<file path="src/rtl/tap_timer_pkg.sv">
package tap_timer_pkg;

  typedef enum logic [1:0] {
    SEL_DIV = 2'd0,
    SEL_CNT = 2'd1,
    SEL_MOD = 2'd2,
    SEL_CTL = 2'd3
  } regSel_e;

  // strobes from control to datapath, all for the current cycle
  typedef struct packed {
    logic tick;        // tick logic runs this cycle
    logic clrDiv;      // divider write
    logic wrCtl;       // control write
    logic wrMod;       // modulo write
    logic cntLoadBus;  // counter takes wrData (accepted write or modulo copy)
    logic reload;      // delayed load from modulo fires
  } tmrStrobe_t;

endpackage

</file>
<file path="src/rtl/timer_ctrl.sv">
module timer_ctrl
  import tap_timer_pkg::*;
#(
  parameter int RELOAD_DELAY = 4,
  parameter int IGNORE_LEN   = 4
) (
  input  logic       clk,
  input  logic       rstN,
  input  logic       tickIn,
  input  logic       wrEn,
  input  logic [1:0] wrSel,
  input  logic       overflow,
  input  logic       enNext,
  output tmrStrobe_t stb,
  output logic       irqPulse
);

  localparam int PW = $clog2(RELOAD_DELAY + 1);
  localparam int IW = $clog2(IGNORE_LEN + 1);

  logic [PW-1:0] pendCnt, pendNext;
  logic [IW-1:0] ignoreCnt, ignoreNext;
  logic          reloadBlock, blockNext;
  logic          coinc, coincNext;
  logic          irqQ;

  logic hitCnt, acceptCnt, copyMod, blockEff, pendExpire;

  always_comb begin
    hitCnt     = wrEn && (wrSel == SEL_CNT);
    acceptCnt  = hitCnt && (ignoreCnt == '0);
    copyMod    = wrEn && (wrSel == SEL_MOD) && coinc;
    blockEff   = reloadBlock || acceptCnt;
    pendExpire = tickIn && (pendCnt == PW'(1));

    stb.tick       = tickIn;
    stb.clrDiv     = wrEn && (wrSel == SEL_DIV);
    stb.wrCtl      = wrEn && (wrSel == SEL_CTL);
    stb.wrMod      = wrEn && (wrSel == SEL_MOD);
    stb.cntLoadBus = acceptCnt || copyMod;
    stb.reload     = pendExpire && !blockEff;
  end

  always_comb begin
    ignoreNext = ignoreCnt;
    coincNext  = coinc;
    pendNext   = pendCnt;
    blockNext  = blockEff;
    if (tickIn && ignoreCnt != '0) begin
      ignoreNext = ignoreCnt - IW'(1);
      if (ignoreCnt == IW'(1)) coincNext = 1'b0;
    end
    if (tickIn && pendCnt != '0) pendNext = pendCnt - PW'(1);
    if (stb.reload) begin
      ignoreNext = IW'(IGNORE_LEN);
      coincNext  = 1'b1;
    end
    if (overflow && enNext) begin
      pendNext  = PW'(RELOAD_DELAY);
      blockNext = 1'b0;
    end
  end

  always_ff @(posedge clk or negedge rstN) begin
    if (!rstN) begin
      pendCnt     <= '0;
      ignoreCnt   <= '0;
      reloadBlock <= 1'b0;
      coinc       <= 1'b0;
      irqQ        <= 1'b0;
    end else begin
      pendCnt     <= pendNext;
      ignoreCnt   <= ignoreNext;
      reloadBlock <= blockNext;
      coinc       <= coincNext;
      irqQ        <= stb.reload || (overflow && !enNext);
    end
  end

  assign irqPulse = irqQ;

  // a load is followed by the interrupt pulse
  a_r4_reload_irq: assert property (@(posedge clk) disable iff (!rstN)
    stb.reload |=> irqPulse);
  // a load opens the full write-ignore window
  a_r6_ignore_open: assert property (@(posedge clk) disable iff (!rstN)
    stb.reload |=> (ignoreCnt == IW'(IGNORE_LEN)));
  // an enabled wrap arms the delayed load
  a_r4_pend_armed: assert property (@(posedge clk) disable iff (!rstN)
    (overflow && enNext) |=> (pendCnt == PW'(RELOAD_DELAY)));
  // a disabled wrap raises the interrupt at once
  a_r7_direct_irq: assert property (@(posedge clk) disable iff (!rstN)
    (overflow && !enNext) |=> irqPulse);
  // without a tick the windows do not move
  a_r10_hold_windows: assert property (@(posedge clk) disable iff (!rstN)
    (!tickIn && !overflow) |=> $stable(pendCnt));

endmodule

</file>
<file path="src/rtl/timer_dp.sv">
module timer_dp
  import tap_timer_pkg::*;
#(
  parameter int DIV_W     = 16,
  parameter int DATA_W    = 8,
  parameter int RESET_DIV = 8,
  parameter int TAP_SEL0  = 9,
  parameter int TAP_SEL1  = 3,
  parameter int TAP_SEL2  = 5,
  parameter int TAP_SEL3  = 7
) (
  input  logic              clk,
  input  logic              rstN,
  input  tmrStrobe_t        stb,
  input  logic [DATA_W-1:0] wrData,
  input  logic [1:0]        rdSel,
  output logic [DATA_W-1:0] rdData,
  output logic              overflow,
  output logic              enNext
);

  localparam int CTL_W   = 3;
  localparam int N_TAPS  = 4;
  localparam int EN_BIT  = 2;

  function automatic int tapPos(input int s);
    case (s)
      0:       return TAP_SEL0;
      1:       return TAP_SEL1;
      2:       return TAP_SEL2;
      default: return TAP_SEL3;
    endcase
  endfunction

  logic [DIV_W-1:0]  div, divW, divT;
  logic [DATA_W-1:0] cnt, cntW, cntR, cntNext;
  logic [DATA_W-1:0] mod, modW;
  logic [CTL_W-1:0]  ctl, ctlW;
  logic              oldState, stateN, fall;
  logic [N_TAPS-1:0] tapVec;

  always_comb begin
    divW = stb.clrDiv ? '0 : div;
    divT = stb.tick ? divW + DIV_W'(1) : divW;
    modW = stb.wrMod ? wrData : mod;
    ctlW = stb.wrCtl ? wrData[CTL_W-1:0] : ctl;
    cntW = stb.cntLoadBus ? wrData : cnt;
    cntR = stb.reload ? modW : cntW;
  end

  for (genvar g = 0; g < N_TAPS; g++) begin : gTap
    assign tapVec[g] = divT[tapPos(g)];
  end

  always_comb begin
    stateN   = tapVec[ctlW[1:0]] && ctlW[EN_BIT];
    fall     = stb.tick && oldState && !stateN;
    overflow = fall && (&cntR);
    cntNext  = fall ? cntR + DATA_W'(1) : cntR;
    enNext   = ctlW[EN_BIT];
  end

  always_ff @(posedge clk or negedge rstN) begin
    if (!rstN) begin
      div      <= DIV_W'(RESET_DIV);
      cnt      <= '0;
      mod      <= '0;
      ctl      <= '0;
      oldState <= 1'b0;
    end else begin
      div <= divT;
      cnt <= cntNext;
      mod <= modW;
      ctl <= ctlW;
      if (stb.tick) oldState <= stateN;
    end
  end

  always_comb begin
    case (rdSel)
      SEL_DIV: rdData = div[DIV_W-1 -: DATA_W];
      SEL_CNT: rdData = cnt;
      SEL_MOD: rdData = mod;
      default: rdData = {{(DATA_W-CTL_W){1'b1}}, ctl};
    endcase
  end

  // unused control bits read as ones
  a_r2_ctl_high_ones: assert property (@(posedge clk) disable iff (!rstN)
    (rdSel == SEL_CTL) |-> (&rdData[DATA_W-1:CTL_W]));
  // a divider write leaves zero, or one when ticked
  a_r1_div_clear: assert property (@(posedge clk) disable iff (!rstN)
    stb.clrDiv |=> (div == (stb.tick ? DIV_W'(1) : DIV_W'(0))));
  // no tick, no divider movement
  a_r10_div_hold: assert property (@(posedge clk) disable iff (!rstN)
    (!stb.tick && !stb.clrDiv) |=> $stable(div));
  // an enabled wrap leaves the counter at zero
  a_r4_wrap_zero: assert property (@(posedge clk) disable iff (!rstN)
    overflow |=> (cnt == '0));

endmodule

</file>
<file path="src/rtl/tap_timer.sv">
module tap_timer
  import tap_timer_pkg::*;
#(
  parameter int DIV_W        = 16,
  parameter int DATA_W       = 8,
  parameter int RESET_DIV    = 8,
  parameter int RELOAD_DELAY = 4,
  parameter int IGNORE_LEN   = 4
) (
  input  logic              clk,
  input  logic              rstN,
  input  logic              tickIn,
  input  logic              wrEn,
  input  logic [1:0]        regSel,
  input  logic [DATA_W-1:0] wrData,
  output logic [DATA_W-1:0] rdData,
  output logic              irqPulse
);

  tmrStrobe_t stb;
  logic       overflow, enNext;

  timer_ctrl #(
    .RELOAD_DELAY(RELOAD_DELAY),
    .IGNORE_LEN  (IGNORE_LEN)
  ) uCtrl (
    .clk     (clk),
    .rstN    (rstN),
    .tickIn  (tickIn),
    .wrEn    (wrEn),
    .wrSel   (regSel),
    .overflow(overflow),
    .enNext  (enNext),
    .stb     (stb),
    .irqPulse(irqPulse)
  );

  timer_dp #(
    .DIV_W    (DIV_W),
    .DATA_W   (DATA_W),
    .RESET_DIV(RESET_DIV)
  ) uDp (
    .clk     (clk),
    .rstN    (rstN),
    .stb     (stb),
    .wrData  (wrData),
    .rdSel   (regSel),
    .rdData  (rdData),
    .overflow(overflow),
    .enNext  (enNext)
  );

endmodule

</file>
<file path="config.mk">
export PLATFORM = sky130hd
export DESIGN_NAME = tap_timer
export DESIGN_NICKNAME = d
export VERILOG_FILES = /design/src/rtl/tap_timer_pkg.sv /design/src/rtl/timer_ctrl.sv /design/src/rtl/timer_dp.sv /design/src/rtl/tap_timer.sv
export SDC_FILE = /design/constraint.sdc
export NUM_CORES = 1
export LEC_CHECK = 0
export BUFFER_PORTS_ARGS = -buffer_cell sky130_fd_sc_hd__buf_2
export CAP_MARGIN = 15
export CORE_MARGIN = 4
export CORE_UTILIZATION = 40
export CTS_BUF_LIST = sky130_fd_sc_hd__clkbuf_4 sky130_fd_sc_hd__clkbuf_8
export DETAILED_ROUTE_END_ITERATION = 16
export MAX_ROUTING_LAYER = met4
export SLEW_MARGIN = 30
export SYNTH_ARGS = -nofsm -noshare
export SYNTH_HDL_FRONTEND = slang
export SYNTH_SLANG_ARGS = --single-unit
export TNS_END_PERCENT = 100
</file>
<file path="constraint.sdc">
create_clock -name clk -period 4.5 [get_ports clk]
set_input_delay 0.45 -clock clk [delete_from_list [all_inputs] [get_ports clk]]
set_output_delay 0.45 -clock clk [all_outputs]
set_load 0.1 [all_outputs]
</file>
### Yosys cells after proc, flatten, opt, wreduce, memory -nomap -nowiden

Index checks and enable logic that the tools add are counted.

| cells by class | value |
|---|---|
| magnitude comparators | 1 |
| mux-type cells | 18 |
| reduce and logical (&&, ||, !) cells | 31 |
| eq/ne operators | 5 |
| $add $sub $neg | 4 |

Operators with widths:

| operator | count |
|---|---|
| 2-to-1 mux 16 bit | 2 |
| 2-to-1 mux 8 bit | 4 |
| one-hot mux 8 bit (3 select lines) | 1 |
| adder 16 x 1 -> 16 bit (second input constant) | 1 |
| logical AND 1 bit | 16 |
| 2-to-1 mux 3 bit | 5 |
| adder 8 x 1 -> 8 bit (second input constant) | 1 |
| AND reduction 8 bit | 1 |
| == test 3 x 1 -> 1 bit (second input constant) | 2 |
| nonzero test 2 bit | 3 |
| nonzero test 3 bit | 2 |
| subtractor 3 x 1 -> 3 bit (second input constant) | 2 |
| 2-to-1 mux 1 bit | 5 |
| == test 2 bit (second input constant) | 2 |
| zero test 1 bit | 3 |
| zero test 3 bit | 1 |
| logical OR 1 bit | 3 |
| < comparator 2 x 3 -> 1 bit (second input constant) | 1 |
| binary-select mux 1 bit (select 2 bit) | 1 |
| == test 2 x 1 -> 1 bit (second input constant) | 1 |
| zero test 2 bit | 1 |
| AND reduction 2 bit | 1 |

| word-level totals | value |
|---|---|
| output and inout bits | 9 |
| bits in registers | 45 |

### Longest topological paths before layout

Gate-level depths: netlist (run 1).

| logic depth | value |
|---|---|
| depth after elaboration | 13 |
| mapped depth | 12 |
| mapped depth without buffers | 10 |

### By module

Synthesis (run 1) repeated with hierarchy kept, for this count alone.

| unflattened totals | value |
|---|---|
| cells, all modules | 250 |
| area total of the unflattened synthesis | 2707.6 um^2 |

By module, submodules not included:

| module | cells an instance | area each (um^2) | instances | sequential area each (um^2) |
|---|---|---|---|---|
| timer_dp | 189 | 2120.8 | 1 | 902.1 |
| timer_ctrl | 61 | 586.8 | 1 | 225.2 |

### Least setup slack after synthesis (run 1)

Ideal clock, no wire load.

| timing path | value |
|---|---|
| path kind | reg2reg |
| start point | register uCtrl.ignoreCnt[0] |
| end point | register uDp.cnt[1] |
| cell stages (with the launch flop) | 11 |
| path buffers | 2 |
| arrival | 2.301 ns |
| path slack | 2.074 ns |
| cell sequence | dfrtp_1 -> inv_1 -> ha_1 -> and4bb_1 -> a21oi_1 -> and4_1 -> buf_2 -> buf_6 -> mux2_2 -> ha_1 -> mux2_2 |

| on the way | value |
|---|---|
| word-level cells in the longest chain between the ends | 8 |
| elaborated cells between the ends (all ways) | 10 |
| classes of those cells | add/sub (1); mux (3); reduce/logical (6) |

RTL lines:

| element | line | RTL |
|---|---|---|
| from (decl) | timer_ctrl.sv:22 | `logic [IW-1:0] ignoreCnt, ignoreNext;` |
| from (signal assigned) | timer_ctrl.sv:73 | `ignoreCnt <= ignoreNext;` |
| zero test 3 bit (*) | timer_ctrl.sv:31 | `acceptCnt = hitCnt && (ignoreCnt == '0);` |
| logical AND 1 bit (*) | timer_ctrl.sv:31 |  |
| logical OR 1 bit | timer_ctrl.sv:33 | `blockEff = reloadBlock \|\| acceptCnt;` |
| zero test 1 bit | timer_ctrl.sv:41 | `stb.reload = pendExpire && !blockEff;` |
| logical AND 1 bit | timer_ctrl.sv:41 |  |
| 2-to-1 mux 8 bit (*) | timer_dp.sv:48 | `cntR = stb.reload ? modW : cntW;` |
| adder 8 x 1 -> 8 bit | timer_dp.sv:59 | `cntNext = fall ? cntR + DATA_W'(1) : cntR;` |
| 2-to-1 mux 8 bit (*) | timer_dp.sv:59 |  |
| named net uDp.cntNext[1] | timer_dp.sv:36 | `logic [DATA_W-1:0] cnt, cntW, cntR, cntNext;` |
| to (signal assigned) | timer_dp.sv:72 | `cnt <= cntNext;` |
| to (decl) | timer_dp.sv:36 |  |

The timed path passes the listed nets; every way through them passes the cells marked *.
A chain may end at the register's enable or synchronous reset.

### Final worst setup path (run 1)

| timing path | value |
|---|---|
| start point | register uCtrl.ignoreCnt[0] |
| end point | register uCtrl.pendCnt[0] |

| on the way | value |
|---|---|
| word-level cells in the longest chain between the ends | 10 |
| elaborated cells between the ends (all ways) | 13 |
| classes of those cells | mux (3); reduce/logical (10) |

RTL lines:

| element | line | RTL |
|---|---|---|
| zero test 3 bit (*) | timer_ctrl.sv:31 |  |
| logical AND 1 bit (*) | timer_ctrl.sv:31 |  |
| logical OR 1 bit | timer_ctrl.sv:33 |  |
| zero test 1 bit | timer_ctrl.sv:41 |  |
| logical AND 1 bit | timer_ctrl.sv:41 |  |
| 2-to-1 mux 8 bit (*) | timer_dp.sv:48 |  |
| AND reduction 8 bit (*) | timer_dp.sv:58 | `overflow = fall && (&cntR);` |
| logical AND 1 bit (*) | timer_dp.sv:58 |  |
| logical AND 1 bit (*) | timer_ctrl.sv:58 | `if (overflow && enNext) begin` |
| 2-to-1 mux 3 bit or nonzero test 2 bit (tied branches) | - |  |
| to (signal assigned) | timer_ctrl.sv:72 | `pendCnt <= pendNext;` |
| to (decl) | timer_ctrl.sv:21 | `logic [PW-1:0] pendCnt, pendNext;` |

Every way passes the cells marked *; elsewhere a longest branch is shown, timed or not.

==> results_dict.tcl, run 1 <==
set metrics [dict create \
    status "finished clean" \
    cts_tree "yes" \
    seq_area_frac_synth_pct 43.09 \
    drcViolationCount 0 \
    place_ws_ps 1546 \
    syn_area_um2 2616 \
    final.period_utilization_pct 62.56 \
    hold_path_class "input port to asynchronous set/reset pin" \
    synth_top_area_share_pct 42.09 \
    critical_path.max_fanout 13 \
    syn_avg_cell_area_um2 10.99 \
    cts_buffer_depth 2 \
    finalSetupTns_ps 0 \
    p_int_uw 876.3 \
    die_w_um 88.88 \
    hpwl_mm 3.824 \
    cap_violations 0 \
    rsz0062_at_grt "no" \
    final_nets 283 \
    p_sw_share_pct 39.40 \
    yosysWarnings 0 \
    routabilityCongestion 0.8138 \
    synth-edff-count 0 \
    synth.most_common_cell "dfrtp_1" \
    die_area_um2 7899 \
    hold_viol_final 0 \
    synth_cells 238 \
    grt_pass1_vias 1782 \
    synthTopCellsByArea "dfrtp_1 (42%), mux2_2 (12%), xnor2_1 (4.0%)" \
    drive_above_1_share_pct 27.86 \
    startpoint_type "flip-flop" \
    start_util_pct 41.20 \
    routed_via_density 5.038 \
    fin_ws_ps 1685 \
    drt-initial-drc-count 47 \
    ios 23 \
    worstSkewPairLatency_ps 300 \
    post_cts_buffers 0 \
    port_buffers 22 \
    first_pass_iters 4 \
    numCtsBuffers 5 \
    tightestPinTransition_ps 571.5 \
    area_growth_pct 10.33 \
    power_frac_comb_pct 41.7 \
    ctsHoldBuffers 0 \
    htree_num_levels 2 \
    netlist.top_cell.by_area "dfrtp_1" \
    wl_mm 5.108 \
    ys_seq_elements 45 \
    p_leak_uw 0.001322 \
    worstPathArrival_ps 3000 \
    ant_nets 0 \
    seq_area_um2 1127 \
    num_vias 1708 \
    multi_input_area_um2 1403 \
    clkPwrFrac_pct 17.9 \
    relSlewSlack_pct 61.90 \
    grt_overflow_total 0 \
    synth_nets 260 \
    n_antenna_cell 0 \
    ys_async_sr_fraction_pct 100.0 \
    skew_ps 10.75 \
    slew_violations 0 \
    p_per_area_nw_per_um2 500.9 \
    required_ps 4680 \
    post_drt_wl_per_cell_um 15.07 \
    cts.sinks 45 \
    fillers 600 \
    end_kind "flip-flop" \
    grt_pass1_wl_mm 8.825 \
    finalSetupViolCount 0 \
    ys.flop_type "dfrtp_1" \
    fp.dieH_um 88.88 \
    ctsResizeCount 0 \
    p_sw_uw 569.7 \
    antenna_found_initial 0 \
    grt_max_degree 46 \
    pwr-share-seq_pct 40.4 \
    clockRootBuffer "clkbuf_8" \
    critPathKind "flip-flop to flip-flop" \
    clk_pin_slew_ps 90 \
    core.rowCount 29 \
    ir_worst_vdd_mv 0.2660 \
    fin_crit_ps 2815 \
    ys_types 52 \
    grt_usage_pct 15.17 \
    max_freq_mhz 355.2 \
    final_util_pct 45.46 \
    synth_common_cells "dfrtp_1 (44), mux2_2 (27), nor2_1 (22), nand2_1 (14), inv_1 (13)" \
    coreArea_um2 6350 \
]
==> area by class of cell <==
| class | count | area share (%) |
|---|---|---|
| inverter | 13 | 1.691 |
| clock buffer | 6 | 2.644 |
| clock inverter | 2 | 0.5202 |
| multi-input combinational | 173 | 48.59 |
| sequential | 45 | 39.05 |
| tap | 77 | 3.338 |
| timing repair buffer | 23 | 4.161 |
==> cell families (layout without fill, tap and decap cells) <==
logic type,after synthesis,after routing,synth area share (%)
compound gates,28,28,7.939
fa+ha+maj,8,8,3.826
simple gates,78,78,17.17
flops,45,45,43.09
xor+xnor,23,23,7.700
mux,36,36,16.98
buf+inv,20,44,3.300
==> state kept, by name, summed over array words and instances, names as in the netlist <==
signal / count
uDp.div: 16
uDp.mod: 8
uCtrl.pendCnt: 3
uCtrl.ignoreCnt: 3
uDp.oldState: 1
uCtrl.reloadBlock: 1
uCtrl.coinc: 1
uDp.ctl: 3
uCtrl.irqPulse: 1
uDp.cnt: 8
==> through the flow <==
step,cells,instance area (um^2),hold slack [ps],power [uW]
3_3_place_gp,331,2793,465.8,1194
6_report,339,2887,133.9,1446
3_5_place_dp,331,2795,465.2,1200
5_1_grt,339,2887,173.6,1565
4_1_cts,339,2887,158.1,1459
2_1_floorplan,238,2616,154.4,1083
==> power groups by stage <==
stage          Sequential, uW  Clock [uW]  Combinational [uW]
2_1_floorplan             572           0                 512
3_3_place_gp              592           0                 602
3_5_place_dp              591           0                 609
4_1_cts                   584         265                 611
5_1_grt                   600         290                 675
6_report                  585         258                 603
==> layer usage <==
layer | up-vias | wire [um] | GRT usage (%)
met3 | 4 | 100 | 2.980
met5 | - | 0 | -
li1 | 877 | - | -
met1 | 817 | 2559 | 20.65
met2 | 10 | 2388 | 22.60
met4 | 0 | 60 | 5.082
==> worst max-delay path, cell delays in order, from the launching register on <==
cell and delay (ps):
dfrtp_1 360, inv_1 80, ha_1 230, and4bb_1 220
a21oi_1 190, and4_1 580, mux2_2 300, ha_1 160
nand3_2 120, nor4_4 380, nor2_1 90
==> cells in the final DEF (no fill, tap or decap), drive strengths merged, types with 2 or more instances in the layout <==
cell and n:
nand3 9, nor4 3, nor2b 5, mux2i 6, xor2 11, clkbuf 6
a21boi 2, mux4 3, clkinvlp 2, and4 3, and3 2, dfrtp 44
buf 23, nand2b 4, nor2 22, xnor2 12, nand2 15, o21ai 6
nand4 4, nor3 3, ha 8, inv 13, o22a 5, a21oi 5
mux2 27, or3b 2
==> final timing paths <==
kind | start | end | slack, ps | depth (start not counted)
setup reg to reg | uCtrl.ignoreCnt[0] | uCtrl.pendCnt[0] | 1680 | 10
hold reg to reg | uCtrl.coinc | uCtrl.coinc | 490 | 1
hold / removal | rstN | uCtrl.ignoreCnt[1] | 130 | 1
min in group clk | wrData[3] | uDp.mod[3] | 410 | 3
max in group asynchronous | rstN | uDp.div[5] | 3970 | 1
setup / recovery | uCtrl.ignoreCnt[0] | uCtrl.pendCnt[0] | 1680 | 10
No activity file was read; power rests on OpenSTA's default activity.
==> inputs of run 2 (changes only) <==
Clock period 4.5 ns to 2.3 ns, I/O delays scaled along.
==> results_dict.tcl, run 2 (same netlist as run 1, synthesis figures left out) <==
set metrics [dict create \
    n_antenna_cell 0 \
    ir_worst_vdd_mv 0.6458 \
    slew_violations 0 \
    final.period_utilization_pct 102.7 \
    startpoint_type "flip-flop" \
    fp.dieH_um 88.88 \
    p_sw_share_pct 37.78 \
    antenna_found_initial 0 \
    power_uw 3362 \
    numCtsBuffers 5 \
    p_sw_uw 1270 \
    pwr-share-seq_pct 34.2 \
    worstPathBufferInverterCount 2 \
    p_leak_uw 0.001578 \
    finalSetupViolCount 7 \
    largest_reg_flops 16 \
    dpl_cell_area_um2 3069 \
    core.rowCount 29 \
    status "finished with violations" \
    ios 23 \
    clockRootBuffer "clkbuf_8" \
    top_regs "uDp.div: 16 flops, uDp.cnt: 8 flops, uDp.mod: 8 flops" \
    htree_num_levels 2 \
    cts_tree "yes" \
    drt-initial-drc-count 60 \
    clkPwrFrac_pct 18.9 \
    cp_cell_sequence "inv_2, ha_4, and4bb_2, a21oi_2, and4_4, buf_4, mux2_2, nand2_1, nor4_4, nand2b_1" \
    skew_ps 10.98 \
    drive_above_1_share_pct 41.58 \
    port_buffers 22 \
    first_pass_iters 5 \
    tightestPinTransition_ps 670.5 \
    fin_ws_ps -62.30 \
    area_growth_pct 28.98 \
    failed_checks "setup timing" \
    clk_pin_slew_ps 90 \
    fin_crit_ps 2362 \
    top_register "uDp.div" \
    grt_max_degree 29 \
    routed_via_density 5.026 \
    crit_family "simple AND/OR/NAND/NOR gates" \
    cts_buffer_depth 2 \
    cpPeakStageDelay_ps 440 \
    wl_mm 5.901 \
    power_frac_comb_pct 46.9 \
    fillers 542 \
    worstPathArrival_ps 2600 \
    grt_overflow_total 0 \
    routabilityCongestion 0.8529 \
    slowest_stage "nor4_4" \
    num_vias 1910 \
    required_ps 2530 \
    p_per_area_nw_per_um2 996.2 \
    grt_usage_pct 16.71 \
    hold_viol_final 0 \
    rsz0062_at_grt "yes" \
    final_nets 324 \
    layout_common_cells "dfrtp_1 (44), buf_4 (36), mux2_2 (22), nor2_1 (22), buf_2 (22)" \
    grt_pass1_wl_mm 9.818 \
    critPathKind "flip-flop to flip-flop" \
    start_util_pct 41.20 \
    end_kind "flip-flop" \
    worstSkewPairLatency_ps 300 \
    p_int_uw 2092 \
    die_area_um2 7899 \
    die_w_um 88.88 \
    post_drt_wl_per_cell_um 15.53 \
    max_freq_mhz 423.3 \
    final_common_cell "dfrtp_1" \
    hold_path_class "input port to flip-flop" \
    cts.sinks 45 \
    relSlewSlack_pct 55.30 \
    coreArea_um2 6350 \
    cap_violations 0 \
    ant_nets 0 \
    hold_ws_ps 193.2 \
    drcViolationCount 0 \
    hpwl_mm 4.381 \
    final_area_um2 3374 \
    grt_pass1_vias 2008 \
    critical_path.max_fanout 4 \
]
-- run 2: worst paths after layout --
check / end / slack [ps] / from / cells after the start
worst max-delay path: uCtrl.pendCnt[2] / -60 / uCtrl.ignoreCnt[1] / 10
worst min-delay path: uDp.mod[6] / 190 / wrData[6] / 2
worst max register to register: uCtrl.pendCnt[2] / -60 / uCtrl.ignoreCnt[1] / 10
worst min register to register: uCtrl.coinc / 510 / uCtrl.coinc / 1
max in group asynchronous: uCtrl.pendCnt[2] / 1180 / rstN / 3
min in group asynchronous: uCtrl.ignoreCnt[2] / 500 / rstN / 2
-- run 2: stage by stage --
step	TNS, ps	cells	setup WS, ps	utilization (%)
6_report	-274.5	380	-62.30	53.14
5_1_grt	-1262	380	-169.3	53.14
4_1_cts	-427.0	377	-87.69	51.55
3_5_place_dp	-498.2	361	-120.0	48.34
3_3_place_gp	-267.2	361	-72.74	48.34
2_1_floorplan	0	238	21.27	-
-- run 2: power by group through the flow --
stage | logic [uW] | clock network, uW | registers, uW
global route | 1720 | 678 | 1180
finish | 1580 | 634 | 1150
global placement | 1330 | 0 | 1160
detailed placement | 1370 | 0 | 1160
CTS | 1460 | 647 | 1150
floorplan | 1060 | 0 | 1120
-- run 2: timing repair --
action	4_1_cts	5_1_grt
gates resized for setup	7	14
pin swaps	7	9
cloned	0	0
endpoints found under the hold margin	25	0
endpoints found under the setup margin	9	12
buffers inserted	7	3
hold buffers	1	0
-- run 2: cell type report --
cell class / instances / area [um^2] / area share [%]
inverters: 13 / 48.80 / 1.446
clock inverters: 2 / 37.54 / 1.112
flip-flops and latches: 45 / 1127 / 33.41
clock buffers: 6 / 82.58 / 2.447
well taps: 77 / 96.34 / 2.855
multi-input cells: 173 / 1535 / 45.49
repair buffers: 64 / 446.7 / 13.24
-- run 2: worst reg2reg max path, cell delays in order, from the launching register on --
cell and delay, ps:
dfrtp_1 370, inv_2 60, ha_4 150, and4bb_2 260
a21oi_2 150, and4_4 260, buf_4 150, mux2_2 200
nand2_1 100, nor4_4 440, nand2b_1 160
-- run 2: layer usage --
metal	GRT usage [%]	part of all wire, %	vias to the layer above
met2	26.32	49	20
met1	21.69	47	918
met4	5.769	1.8	0
li1	-	-	960
met5	-	0	-
met3	2.980	1.9	12
==> inputs of run 3 (changes only) <==
Settings changed: BUFFER_PORTS_ARGS -buffer_cell sky130_fd_sc_hd__buf_2 to default, DONT_BUFFER_PORTS from default to 1.
==> results_dict.tcl, run 3 (same netlist as run 1, synthesis figures left out) <==
set metrics [dict create \
    status "finished with violations" \
    failed_checks "setup timing" \
    ir_worst_vdd_mv 0.5176 \
    worstSkewPairLatency_ps 300 \
    stdcell_count 350 \
    required_ps 2530 \
    rsz0062_at_grt "yes" \
    coreArea_um2 6350 \
    grt_overflow_total 0 \
    top_regs "uDp.div: 16 flops, uDp.cnt: 8 flops, uDp.mod: 8 flops" \
    port_buffers 0 \
    r2r_start "uCtrl.ignoreCnt[0]" \
    slew_violations 0 \
    cp_cell_sequence "inv_2, ha_4, and4bb_2, a21oi_2, and4_4, buf_6, mux2_4, ha_4, nand3_4, nor3_1, xor2_1" \
    ios 23 \
    worstPathArrival_ps 2580 \
    cts_tree "yes" \
    grt_usage_pct 15.94 \
    num_vias 1813 \
    die_area_um2 7899 \
    max_freq_mhz 425.5 \
    clk_pin_slew_ps 90 \
    final_nets 294 \
    antenna_found_initial 0 \
    clkPwrFrac_pct 15.9 \
    pwr-share-seq_pct 37.5 \
    cts.sinks 45 \
    n_antenna_cell 0 \
    drive_above_1_share_pct 34.43 \
    skew_ps 7.820 \
    critical_path.max_fanout 7 \
    final.period_utilization_pct 102.2 \
    end_kind "flip-flop" \
    start_util_pct 41.20 \
    final_common_cell "dfrtp_1" \
    drt-initial-drc-count 40 \
    worstSetupStartpoint "uCtrl.ignoreCnt[0]" \
    largest_reg_flops 16 \
    p_per_area_nw_per_um2 978.7 \
    die_w_um 88.88 \
    dpl_cell_area_um2 2929 \
    hp-start "tickIn" \
    dp.cells 335 \
    tightestPinTransition_ps 877.0 \
    numCtsBuffers 5 \
    p_leak_uw 0.001424 \
    cap_violations 0 \
    critPathKind "flip-flop to flip-flop" \
    hpwl_mm 4.143 \
    ant_nets 0 \
    relSlewSlack_pct 41.57 \
    fin_ws_ps -50.16 \
    drcViolationCount 0 \
    routabilityCongestion 0.8217 \
    grt_pass1_vias 1930 \
    core.rowCount 29 \
    cts_buffer_depth 2 \
    startpoint_type "flip-flop" \
    htree_num_levels 2 \
    post_drt_wl_per_cell_um 16.11 \
    hold_ws_ps 25.49 \
    slowest_stage "dfrtp_1" \
    cpPeakStageDelay_ps 370 \
    p_sw_uw 1208 \
    wl_mm 5.640 \
    p_sw_share_pct 39.08 \
    grt_pass1_wl_mm 9.377 \
    area_growth_pct 20.76 \
    finalSetupTns_ps -166.9 \
    hold_viol_final 0 \
    first_pass_iters 4 \
    fillers 576 \
    grt_max_degree 46 \
    p_int_uw 1884 \
    clockRootBuffer "clkbuf_8" \
    power_frac_comb_pct 46.6 \
    finalSetupViolCount 6 \
    final_area_um2 3159 \
    layout_common_cells "dfrtp_1 (44), buf_4 (28), mux2_2 (23)" \
    fp.dieH_um 88.88 \
    fin_crit_ps 2350 \
    top_register "uDp.div" \
    final_util_pct 49.75 \
    routed_via_density 5.180 \
    hold_path_class "input port to flip-flop" \
    crit_top_cell "ha_4" \
]
[run 3: changes by cell type in the layout (fill, tap and decap cells not counted), moves of 2 or more]
cell / before / now
buf_2: 22 / 0
buf_4: 36 / 28
buf_6: 5 / 3
clkinv_2: 0 / 2
[run 3: final timing paths]
path / endpoint / cells past startpoint / slack (ps)
max in group asynchronous: uDp.div[3] / 2 / 1610
max reg2reg: uDp.cnt[6] / 11 / -50
max: uDp.cnt[6] / 11 / -50
min in group asynchronous: uCtrl.ignoreCnt[2] / 2 / 430
min reg2reg: uCtrl.coinc / 1 / 480
min: uCtrl.ignoreCnt[1] / 1 / 30
[run 3: area by class of cell]
| type | instances | area, um^2 | area share, % |
|---|---|---|---|
| multi-input combinational | 173 | 1509 | 47.76 |
| sequential | 45 | 1127 | 35.68 |
| tap | 77 | 96.34 | 3.050 |
| timing repair buffer | 34 | 291.5 | 9.228 |
| clock inverter | 3 | 17.52 | 0.5545 |
| inverter | 13 | 48.80 | 1.545 |
| clock buffer | 5 | 68.82 | 2.178 |
[run 3: timing repair]
action                                  in CTS  in global routing
hold buffers                                 3                  0
setup buffers                                3                  1
pin swaps                                    2                  9
endpoints found under the setup margin      12                 12
hold endpoints to repair                    47                  0
gates resized for setup                      4                 10
[run 3: worst max-delay path: cells and delay by family, from the launching register on]
family | cells | cell delay [ps]
DFF | 1 | 370
AOI/OAI and AO/OA | 1 | 180
buffers and inverters | 2 | 210
adders and majority gates | 2 | 290
xor gates and xnor gates | 1 | 180
and+or+nand+nor | 4 | 860
muxes | 1 | 200
[run 3: through the flow]
stage	setup WS (ps)	power, uW
2_1_floorplan	21.27	2186
5_1_grt	-169.5	3303
4_1_cts	-78.77	3037
6_report	-50.16	3092
3_5_place_dp	-127.6	2467
3_3_place_gp	-7.742	2437
[run 3: power by group through the flow]
stage | registers [uW] | logic (uW) | clock network [uW]
after floorplan | 1120 | 1060 | 0
after global placement | 1160 | 1270 | 0
after detailed placement | 1170 | 1300 | 0
after CTS | 1150 | 1370 | 514
after global routing | 1180 | 1580 | 542
final | 1160 | 1440 | 493
[run 3: per-layer routing]
layer  track usage (%)  up-vias  part of all wire [%]
met5                 -        -                     0
li1                  -      905                     -
met3             3.724        6                   3.4
met4             5.082        0                   1.5
met2             25.37       18                    48
met1             20.05      884                    47
